### src/rtl/irq_route_pkg.sv
package irq_route_pkg;

  // Direct board-to-processor remap: returns the processor line for a board
  // line, or -1 when the board line has no direct processor destination.
  function automatic int direct_line(input int board);
    case (board)
      4:  return 1;
      5:  return 2;
      10: return 6;
      12: return 4;
      13: return 5;
      17: return 14;
      18: return 15;
      19: return 0;
      20: return 7;
      21: return 8;
      28: return 9;
      29: return 3;
      default: return -1;
    endcase
  endfunction

  // True when some source (direct map or secondary return) drives line j.
  function automatic bit line_driven(input int j, input int n_direct,
                                     input int n_sec, input int sec_line0);
    for (int i = 0; i < n_direct; i++)
      if (direct_line(i) == j) return 1'b1;
    return (j >= sec_line0) && (j < sec_line0 + n_sec);
  endfunction

endpackage

### src/rtl/irq_fanout.sv
module irq_fanout #(
  parameter int N_BOARD = 64,
  parameter int N_SEC   = 4,
  localparam int W_OUT  = N_BOARD * N_SEC
) (
  input  logic [N_BOARD-1:0] board_irq,
  output logic [W_OUT-1:0]   fan_out
);

  for (genvar n = 0; n < N_SEC; n++) begin : g_ctrl
    assign fan_out[n*N_BOARD +: N_BOARD] = board_irq;
  end

endmodule

### src/rtl/irq_cpu_map.sv
module irq_cpu_map
  import irq_route_pkg::*;
#(
  parameter int N_DIRECT  = 32,
  parameter int N_SEC     = 4,
  parameter int N_CPU     = 32,
  parameter int SEC_LINE0 = 10
) (
  input  logic [N_DIRECT-1:0] low_irq,
  input  logic [N_SEC-1:0]    sec_irq,
  output logic [N_CPU-1:0]    cpu_irq
);

  always_comb begin
    cpu_irq = '0;
    for (int i = 0; i < N_DIRECT; i++) begin
      if (direct_line(i) >= 0 && direct_line(i) < N_CPU)
        cpu_irq[direct_line(i)] = cpu_irq[direct_line(i)] | low_irq[i];
    end
    for (int n = 0; n < N_SEC; n++) begin
      if (SEC_LINE0 + n < N_CPU)
        cpu_irq[SEC_LINE0 + n] = cpu_irq[SEC_LINE0 + n] | sec_irq[n];
    end
  end

endmodule

### src/rtl/irq_route_fabric.sv
module irq_route_fabric #(
  parameter int N_BOARD   = 64,
  parameter int N_SEC     = 4,
  parameter int N_CPU     = 32,
  parameter int N_DIRECT  = 32,
  parameter int SEC_LINE0 = 10,
  localparam int W_SEC    = N_BOARD * N_SEC
) (
  input  logic               clk,
  input  logic               rst,
  input  logic [N_BOARD-1:0] board_irq_i,
  input  logic [N_SEC-1:0]   sec_irq_i,
  output logic [W_SEC-1:0]   sec_in_o,
  output logic [N_CPU-1:0]   cpu_irq_o
);

  logic [W_SEC-1:0] fan_d;
  logic [N_CPU-1:0] cpu_d;

  irq_fanout #(.N_BOARD(N_BOARD), .N_SEC(N_SEC)) u_fanout (
    .board_irq (board_irq_i),
    .fan_out   (fan_d)
  );

  irq_cpu_map #(
    .N_DIRECT (N_DIRECT), .N_SEC(N_SEC), .N_CPU(N_CPU), .SEC_LINE0(SEC_LINE0)
  ) u_cpu_map (
    .low_irq (board_irq_i[N_DIRECT-1:0]),
    .sec_irq (sec_irq_i),
    .cpu_irq (cpu_d)
  );

  always_ff @(posedge clk) begin
    if (rst) begin
      sec_in_o  <= '0;
      cpu_irq_o <= '0;
    end else begin
      sec_in_o  <= fan_d;
      cpu_irq_o <= cpu_d;
    end
  end

endmodule

### config.mk
export PLATFORM = sky130hd
export DESIGN_NAME = irq_route_fabric
export DESIGN_NICKNAME = d
export VERILOG_FILES = /design/src/rtl/irq_route_pkg.sv /design/src/rtl/irq_fanout.sv /design/src/rtl/irq_cpu_map.sv /design/src/rtl/irq_route_fabric.sv
export SDC_FILE = /design/constraint.sdc
export NUM_CORES = 1
export LEC_CHECK = 0
export ABC_AREA = 1
export BUFFER_PORTS_ARGS = -buffer_cell sky130_fd_sc_hd__buf_2
export CORE_MARGIN = 10
export CORE_UTILIZATION = 45
export DETAILED_ROUTE_END_ITERATION = 8
export HOLD_SLACK_MARGIN = 0.03
export PLACE_DENSITY_LB_ADDON = 0.08
export SLEW_MARGIN = 25
export SYNTH_ARGS = -nofsm -noshare
export SYNTH_HDL_FRONTEND = slang
export SYNTH_HIERARCHICAL = 1
export SYNTH_SLANG_ARGS = --single-unit
### constraint.sdc
create_clock -name clk -period 1.7 [get_ports clk]
set_input_delay 0.085 -clock clk [delete_from_list [all_inputs] [get_ports clk]]
set_output_delay 0.085 -clock clk [all_outputs]
set_load 0.01 [all_outputs]
Word-level counts from Yosys, hierarchy flattened --
Index checks and enable logic that the tools add are counted.
Storage, ports and cells: bits of input ports 70, bits in registers 288, output and inout bits 288, logic and storage cells 3

Logic depth before layout (Yosys ltp) --
Gate-level depths: netlist of the first run.
word-level depth 0, depth in mapped cells 4, gate-level depth less buffers 2

Modules after synthesis --
The synthesis of the first run kept the hierarchy.
By module, submodules not included:
- irq_route_fabric | cells an instance 896, area an instance 8250.4 um^2, seq. area each 5765.5 um^2, times used 1
- irq_fanout | cells an instance 256, area an instance 1921.8 um^2, seq. area each 0.0 um^2, times used 1
- irq_cpu_map | cells an instance 33, area an instance 244.0 um^2, seq. area each 0.0 um^2, times used 1

Worst setup path after synthesis of the first run --
OpenSTA, ideal clock, no wires.
path type input to register, from input rst, to register sec_in_o[100], buffers on the path 3, data arrival time 0.507 ns, library setup time 0.112 ns, stages 4, setup slack 1.081 ns, data required time 1.588 ns, cells stage by stage buf_6 -> buf_6 -> buf_6 -> nor2_1
RTL lines:
- start, declared | RTL line irq_route_fabric.sv:10 | input logic rst,
- end signal, assigned | RTL line irq_route_fabric.sv:38 | sec_in_o <= fan_d;
- end, declared | RTL line irq_route_fabric.sv:13 | output logic [W_SEC-1:0] sec_in_o,
No word-level cell between the ends.

Worst setup path in the final report of the first run --
from input rst, to register cpu_irq_o[13]
RTL lines:
- end signal, assigned | RTL line irq_route_fabric.sv:39 | cpu_irq_o <= cpu_d;
- end, declared | RTL line irq_route_fabric.sv:14 | output logic [N_CPU-1:0] cpu_irq_o
No word-level cell between the ends.

==> impl_metrics.json, run 1 <==
{
  "status": "completed",
  "core_sq_um": 22700,
  "path_cells": "dlygate4sd3_1 -> clkbuf_8 -> nor2_1 -> dlygate4sd3_1",
  "numCtsBuffers": 30,
  "synth_top_area_share_pct": 55.4,
  "final_nets": 1416,
  "p_leak_nw": 6.97,
  "max_freq_mhz": 852,
  "drc": 0,
  "drive_gt1_share_pct": 30.1,
  "fin_util_pct": 52.6,
  "post_cts_resized": 0,
  "post-cts-setup-buffers": 0,
  "critPathMaxStageDelay_ns": 0.56,
  "wl_per_cell_um": 13.6,
  "end_kind": "flop",
  "clock_sinks": 288,
  "drv_cap": 0,
  "synth_top_area_cell": "dfxtp_1",
  "clk_pin_slew_ns": 0.06,
  "routabilityCongestion": 0.770,
  "syn_to_final_growth_pct": 14.7,
  "syn_avg_cell_area_sq_um": 8.79,
  "p_per_area_nw_per_um2": 1260,
  "critPathSlowestCell": "dlygate4sd3_1",
  "setup-violations-final": 0,
  "io_pins": 358,
  "grt_first_pass_wirelength_mm": 33.4,
  "yosys_warnings": 6,
  "vias": 6161,
  "synth-seq-area-share_pct": 55.4,
  "synth_area_sq_um": 10400,
  "grt_max_degree": 74,
  "synthDistinctLibCells": 7,
  "start_util_pct": 45.9,
  "dieArea_sq_um": 29600,
  "synthCells": 1185,
  "die_w_um": 172,
  "hpwlAfterDp_mm": 16.7,
  "via_per_inst": 3.72,
  "worstHoldPathType": "input pin to flop",
  "critPathArrivalTime_ns": 1.59,
  "start_kind": "input pin",
  "rsz0062_at_grt": "false",
  "io_buffers": 357,
  "h-tree-depth": 1,
  "track_usage_pct": 14.4,
  "cts_tree": "done",
  "startpoint": "rst",
  "grt_pass1_vias": 5963,
  "final.setup.tns_ns": 0,
  "slew_viol_final": 0,
  "grt-ovfl-total": 0,
  "clk_path_buf_depth": 3,
  "routed_wl_mm": 22.5,
  "yosys_register_bits": 288,
  "path_common_cell": "dlygate4sd3_1",
  "period_share_pct": 69.0,
  "dr.first_iter.drc_count": 235,
  "cp-endpoint": "cpu_irq_o[13]$_SDFF_PP0_",
  "rows": 55,
  "finalPower_w": 0.0150,
  "critical_path_class": "input pin to flop",
  "synth.area.top_cells": "dfxtp_1 (55%), buf_4 (21%), inv_1 (10%), nor2_1 (10%), buf_6 (2.8%)",
  "num_antenna_cells": 0,
  "die_height_um": 172,
  "ir_worst_vdd_v": 0.000779,
  "cp_max_fo": 41,
  "drtAntennaViolNets": 0,
  "min_period_ns": 1.17,
  "cts_hold_buf": 71,
  "cp.required_ns": 2.11,
  "first_pass_iters": 4,
  "ctsRootBufferMaster": "clkbuf_16",
  "grt_antenna_before_repair": 0,
  "hold_viol_final": 0
}
synthesized netlist by cell type, drive strengths merged:
| cell type | instances |
|---|---|
| buf | 320 |
| conb | 1 |
| dfxtp | 288 |
| inv | 288 |
| nor2 | 288 |
area by class of cell:
cell class | count | area, sq um
flip-flops and latches | 288 | 5770
well taps | 285 | 357
fillers | 2165 | 10800
multi-input cells | 304 | 1140
clock buffers | 45 | 908
inverters | 288 | 1080
clock inverters | 10 | 110
repair buffers | 434 | 2590
worst min-delay path by stage:
stage / from / end / slack, ns / cells past startpoint
finish: board_irq_i[38] / sec_in_o[230]$_SDFF_PP0_ / 0.33 / 4
CTS: board_irq_i[60] / sec_in_o[188]$_SDFF_PP0_ / 0.30 / 4
floorplan: board_irq_i[19] / cpu_irq_o[0]$_SDFF_PP0_ / 0.28 / 3
global placement: sec_irq_i[3] / cpu_irq_o[13]$_SDFF_PP0_ / 0.29 / 3
global route: board_irq_i[60] / sec_in_o[188]$_SDFF_PP0_ / 0.31 / 4
detailed placement: sec_irq_i[3] / cpu_irq_o[13]$_SDFF_PP0_ / 0.30 / 3
flip-flops by register name, summed over array words and instances (netlist names):
name,count
cpu_irq_o,32
sec_in_o,256
power by group:
group | leakage (nW) | switching [W] | internal (W) | total, W
logic | 4.06 | 0.000749 | 0.000545 | 0.00129
clock network | 0.509 | 0.00254 | 0.00398 | 0.00653
registers | 2.40 | 0.0000905 | 0.00711 | 0.00720
total | 6.97 | 0.00338 | 0.0116 | 0.0150
placed cells by master (no fill, tap or decap), drive strengths merged:
cell / Yosys / layout
buf: 320 / 362
bufinv: 0 / 2
clkbuf: 0 / 46
clkinv: 0 / 7
conb: 1 / 16
dfxtp: 288 / 288
dlygate4sd3: 0 / 71
inv: 288 / 289
nor2: 288 / 288
stage by stage:
step                cells  hold WS (ns)  instance area [sq um]  setup slack, ns
finish               1654         0.334                  12000            0.527
global route         1654         0.313                  12000            0.493
CTS                  1654         0.302                  12000            0.506
detailed placement   1528         0.303                  10200            0.618
global placement     1528         0.290                  10200            0.630
floorplan            1200         0.282                  10500             1.08
cells by family after synthesis:
family                 synth area share (%)
buffers and inverters                  34.2
other                                0.0360
flip-flops                             55.4
AND/OR/NAND/NOR                        10.4
worst max-delay path, delay by kind of cell:
kind | cells | cell delay [ns]
buffers and inverters | 3 | 1.40
and+or+nand+nor | 1 | 0.08
layer usage:
| metal | wire length (um) | vias to the layer above | share of wire [%] | global-route usage, % |
|---|---|---|---|---|
| met5 | 0 | - | 0 | 0 |
| met4 | 664 | 0 | 3.0 | 4.69 |
| met3 | 2950 | 43 | 13 | 7.82 |
| met2 | 10600 | 236 | 47 | 24.4 |
| met1 | 8260 | 2596 | 37 | 14.8 |
| li1 | - | 3286 | - | - |
No activity file was read; power rests on OpenSTA's default activity.
==> run 2, diff against run 1 <==
- clock period: 1.7 -> 1 ns (I/O delays scaled with it)
==> impl_metrics.json, run 2 (same netlist as run 1, synthesis figures left out) <==
{
  "clk_path_buf_depth": 3,
  "hpwlAfterDp_mm": 17.0,
  "hold_viol_final": 0,
  "clk_pin_slew_ns": 0.06,
  "pwr-share-comb_pct": 11.0,
  "grt-ovfl-total": 0,
  "post-cts-setup-buffers": 0,
  "grt_first_pass_wirelength_mm": 35.1,
  "grt_antenna_before_repair": 0,
  "critPathSlowestCell": "dfxtp_1",
  "grt_max_degree": 41,
  "io_buffers": 357,
  "period_share_pct": 102,
  "slew_headroom_pct": 61.7,
  "min_path_cells": 3,
  "crit_buf_inv": 1,
  "min_to": "sec_in_o[140]$_SDFF_PP0_",
  "drtAntennaViolNets": 0,
  "clock_sinks": 288,
  "grt_use_met3_pct": 7.87,
  "routed_wl_mm": 23.7,
  "worstHoldStart": "rst",
  "final.setup.tns_ns": -0.469,
  "critical_path_class": "flop to primary output",
  "holdWs_ns": 0.0707,
  "largest_register": "sec_in_o",
  "num_antenna_cells": 0,
  "final_cells": 1664,
  "vias": 6327,
  "first_pass_iters": 4,
  "worstHoldPathType": "input pin to flop",
  "core_sq_um": 22700,
  "cp.required_ns": 0.95,
  "numCtsBuffers": 29,
  "p_per_area_nw_per_um2": 1860,
  "violations": "setup timing",
  "p_sw_w": 0.00569,
  "syn_to_final_growth_pct": 31.0,
  "dpl.cell_count": 1535,
  "wl_per_cell_um": 14.2,
  "grt_use_met1_pct": 15.0,
  "drc": 0,
  "final_cell_mix": "inv_1 (288), nor2_1 (288), buf_6 (221)",
  "cp_max_fo": 1,
  "via_per_inst": 3.80,
  "rows": 55,
  "slew_viol_final": 0,
  "pwr-share-clk_pct": 39.9,
  "p_int_w": 0.0197,
  "start_util_pct": 45.9,
  "io_pins": 358,
  "drive_gt1_share_pct": 45.6,
  "cp_top_family": "flip-flops",
  "track_usage_pct": 15.0,
  "use_met2_pct": 26.8,
  "die_height_um": 172,
  "setup-violations-final": 97,
  "dieArea_sq_um": 29600,
  "die_w_um": 172,
  "finalPower_w": 0.0254,
  "top_regs": "sec_in_o (256), cpu_irq_o (32)",
  "worstMarginPinSlew_ns": 0.574,
  "ir_worst_vdd_v": 0.00108,
  "busiest_layer": "met2",
  "min_period_ns": 1.02,
  "max_freq_mhz": 978,
  "fin_ws_ns": -0.0227,
  "ctsRootBufferMaster": "clkbuf_16",
  "pwr-share-seq_pct": 49.1,
  "drv_cap": 0,
  "grt_pass1_vias": 6394,
  "end_kind": "primary output",
  "netSwitchingFraction_pct": 22.4,
  "start_kind": "flop",
  "status": "complete, but fails checks",
  "dr.first_iter.drc_count": 300,
  "largest_reg_flops": 256,
  "p_leak_nw": 7.35,
  "critPathMaxStageDelay_ns": 0.32,
  "path_cells": "buf_2",
  "routabilityCongestion": 0.788,
  "final_nets": 1429,
  "critPathArrivalTime_ns": 0.97,
  "fin_util_pct": 60.1,
  "rsz0062_at_grt": "true",
  "cts_tree": "done",
  "h-tree-depth": 1
}
-- run 2: changes by cell type in the layout (fill, tap and decap cells not counted), moves of 6 or more --
cell,previous run,this run
buf_2,356,134
buf_6,0,221
dfxtp_1,288,68
dfxtp_2,0,220
buf_4,3,9
clkbuf_1,6,12
dlygate4sd3_1,71,77
-- run 2: worst max path at each step --
stage | slack (ns) | startpoint | end | cells past startpoint
2_1_floorplan | 0.42 | rst | sec_in_o[100]$_SDFF_PP0_ | 4
3_3_place_gp | 0.13 | rst | sec_in_o[50]$_SDFF_PP0_ | 3
3_5_place_dp | 0.13 | rst | sec_in_o[192]$_SDFF_PP0_ | 3
4_1_cts | -0.06 | sec_in_o[174]$_SDFF_PP0_ | sec_in_o[174] | 1
5_1_grt | -0.07 | sec_in_o[98]$_SDFF_PP0_ | sec_in_o[98] | 1
6_report | -0.02 | sec_in_o[104]$_SDFF_PP0_ | sec_in_o[104] | 1
-- run 2: area by class of cell --
class                      instances  area (sq um)
tap                              285           357
timing repair buffer             448          4120
inverter                         288          1080
clock inverter                     4          45.0
fill                            1935          9070
multi-input combinational        304          1140
sequential                       288          6040
clock buffer                      47           853
-- run 2: per-stage QoR --
| stage | instance area (sq um) | setup WS, ns |
|---|---|---|
| after detailed placement | 10300 | 0.127 |
| final | 13600 | -0.0227 |
| after CTS | 13000 | -0.0606 |
| after floorplan | 10500 | 0.416 |
| after global routing | 13600 | -0.0710 |
| after global placement | 10300 | 0.131 |
-- run 2: timing repair --
action,4_1_cts,5_1_grt
endpoints found under the hold margin,272,1
resized for setup,311,184
pin swaps,0,0
hold buffers,78,1
endpoints found under the setup margin,288,302
gates cloned,0,0
-- run 2: power by group through the flow --
| stage | clock, W | combinational [W] | sequential [W] |
|---|---|---|---|
| 4_1_cts | 0.0105 | 0.00265 | 0.0124 |
| 3_3_place_gp | 0 | 0.00204 | 0.0125 |
| 5_1_grt | 0.0109 | 0.00308 | 0.0125 |
| 2_1_floorplan | 0 | 0.00147 | 0.0128 |
| 3_5_place_dp | 0 | 0.00206 | 0.0125 |
| 6_report | 0.0101 | 0.00280 | 0.0125 |
-- run 2: per-layer routing --
layer | vias to the layer above | share of wire (%)
met5 | - | 0
met4 | 0 | 1.9
met3 | 32 | 13
met2 | 225 | 50
met1 | 2761 | 35
li1 | 3309 | -
==> run 3, diff against run 2 <==
- SKIP_CTS_REPAIR_TIMING: unset -> 1
==> impl_metrics.json, run 3 (same netlist as run 1, synthesis figures left out) <==
{
  "numCtsBuffers": 29,
  "io_pins": 358,
  "largest_reg_flops": 256,
  "drive_gt1_share_pct": 44.9,
  "clk_path_buf_depth": 3,
  "grt_antenna_before_repair": 0,
  "final_nets": 1432,
  "grt_pass1_vias": 5795,
  "pwr-share-clk_pct": 40.0,
  "grt_use_met3_pct": 7.98,
  "wl_per_cell_um": 14.3,
  "hold_viol_final": 0,
  "status": "complete, but fails checks",
  "grt_use_met1_pct": 14.3,
  "core_sq_um": 22700,
  "min_path_cells": 3,
  "crit_buf_inv": 1,
  "final_cell_mix": "inv_1 (288), nor2_1 (288), dfxtp_2 (211), buf_6 (211), buf_2 (145)",
  "slew_viol_final": 0,
  "vias": 6356,
  "cts_tree": "done",
  "use_met2_pct": 24.5,
  "period_share_pct": 102,
  "cp.required_ns": 0.95,
  "largest_register": "sec_in_o",
  "start_kind": "flop",
  "dieArea_sq_um": 29600,
  "rsz0062_at_grt": "true",
  "drtAntennaViolNets": 0,
  "fillers": 1974,
  "routabilityCongestion": 0.788,
  "h-tree-depth": 1,
  "finalPower_w": 0.0254,
  "min_to": "sec_in_o[140]$_SDFF_PP0_",
  "clock_sinks": 288,
  "worstHoldStart": "rst",
  "clk_pin_slew_ns": 0.06,
  "hpwlAfterDp_mm": 17.0,
  "busiest_layer": "met2",
  "die_height_um": 172,
  "pwr-share-seq_pct": 49.0,
  "setup-violations-final": 112,
  "end_kind": "primary output",
  "violations": "setup timing",
  "cp_top_family": "flip-flops",
  "p_sw_w": 0.00570,
  "p_int_w": 0.0197,
  "start_util_pct": 45.9,
  "io_buffers": 357,
  "critPathMaxStageDelay_ns": 0.32,
  "holdWs_ns": 0.0869,
  "p_per_area_nw_per_um2": 1870,
  "final.setup.tns_ns": -0.643,
  "routed_wl_mm": 23.9,
  "grt-ovfl-total": 0,
  "ctsRootBufferMaster": "clkbuf_16",
  "syn_to_final_growth_pct": 30.5,
  "min_period_ns": 1.02,
  "grt_first_pass_wirelength_mm": 32.7,
  "first_pass_iters": 4,
  "die_w_um": 172,
  "dr.first_iter.drc_count": 274,
  "rows": 55,
  "drc": 0,
  "fin_ws_ns": -0.0245,
  "top_regs": "sec_in_o (256), cpu_irq_o (32)",
  "cp_max_fo": 1,
  "track_usage_pct": 14.1,
  "critical_path_class": "flop to primary output",
  "num_antenna_cells": 0,
  "critPathSlowestCell": "dfxtp_1",
  "max_freq_mhz": 976,
  "p_leak_nw": 7.34,
  "netSwitchingFraction_pct": 22.5,
  "place_ws_ns": 0.127,
  "pwr-share-comb_pct": 11.0,
  "path_cells": "buf_2",
  "worstHoldPathType": "input pin to flop",
  "drv_cap": 0,
  "grt_max_degree": 41,
  "via_per_inst": 3.81,
  "critPathArrivalTime_ns": 0.97,
  "ir_worst_vdd_v": 0.00111
}
==> run 3: cell types whose count changed in the layout (fill, tap and decap cells not counted) <==
cell,change
dfxtp_1,+9
buf_6,-10
buf_4,-1
dlygate4sd3_1,+4
dfxtp_2,-9
buf_2,+11
dlymetal6s4s_1,-1
==> run 3: final cells by class <==
type                       instances  area, sq um  area share [%]
timing repair buffer             451         4090            30.1
clock buffer                      47          853            6.28
sequential                       288         6030            44.4
inverter                         288         1080            7.95
clock inverter                     4         45.0           0.331
tap                              285          357            2.62
multi-input combinational        304         1140            8.39
==> run 3: power groups by stage <==
stage	Sequential (W)	Combinational [W]	Clock, W
floorplan	0.0128	0.00147	0
global placement	0.0125	0.00204	0
detailed placement	0.0125	0.00206	0
CTS	0.0123	0.00206	0.0105
global route	0.0125	0.00307	0.0109
finish	0.0125	0.00279	0.0102
==> run 3: routing by layer <==
metal  vias to the layer above  part of all wire [%]
met2                       231                    50
met5                         -                     0
met4                         0                   1.9
met3                        33                    13
li1                       3317                     -
met1                      2775                    36
==> run 3: metrics by stage <==
step                cell area [sq um]  utilization, %  std cells
floorplan                       10500               -       1200
global placement                10300            45.4       1535
detailed placement              10300            45.4       1535
CTS                             11200            49.3       1586
global route                    13600            59.9       1667
finish                          13600            59.9       1667
==> run 3: worst max-delay path by stage <==
stage	endpoint	depth (start not counted)	slack, ns	startpoint
global placement	sec_in_o[50]$_SDFF_PP0_	3	0.13	rst
global route	sec_in_o[117]	1	-0.07	sec_in_o[117]$_SDFF_PP0_
floorplan	sec_in_o[100]$_SDFF_PP0_	4	0.42	rst
finish	sec_in_o[104]	1	-0.02	sec_in_o[104]$_SDFF_PP0_
CTS	sec_in_o[174]	1	-0.12	sec_in_o[174]$_SDFF_PP0_
detailed placement	sec_in_o[192]$_SDFF_PP0_	3	0.13	rst
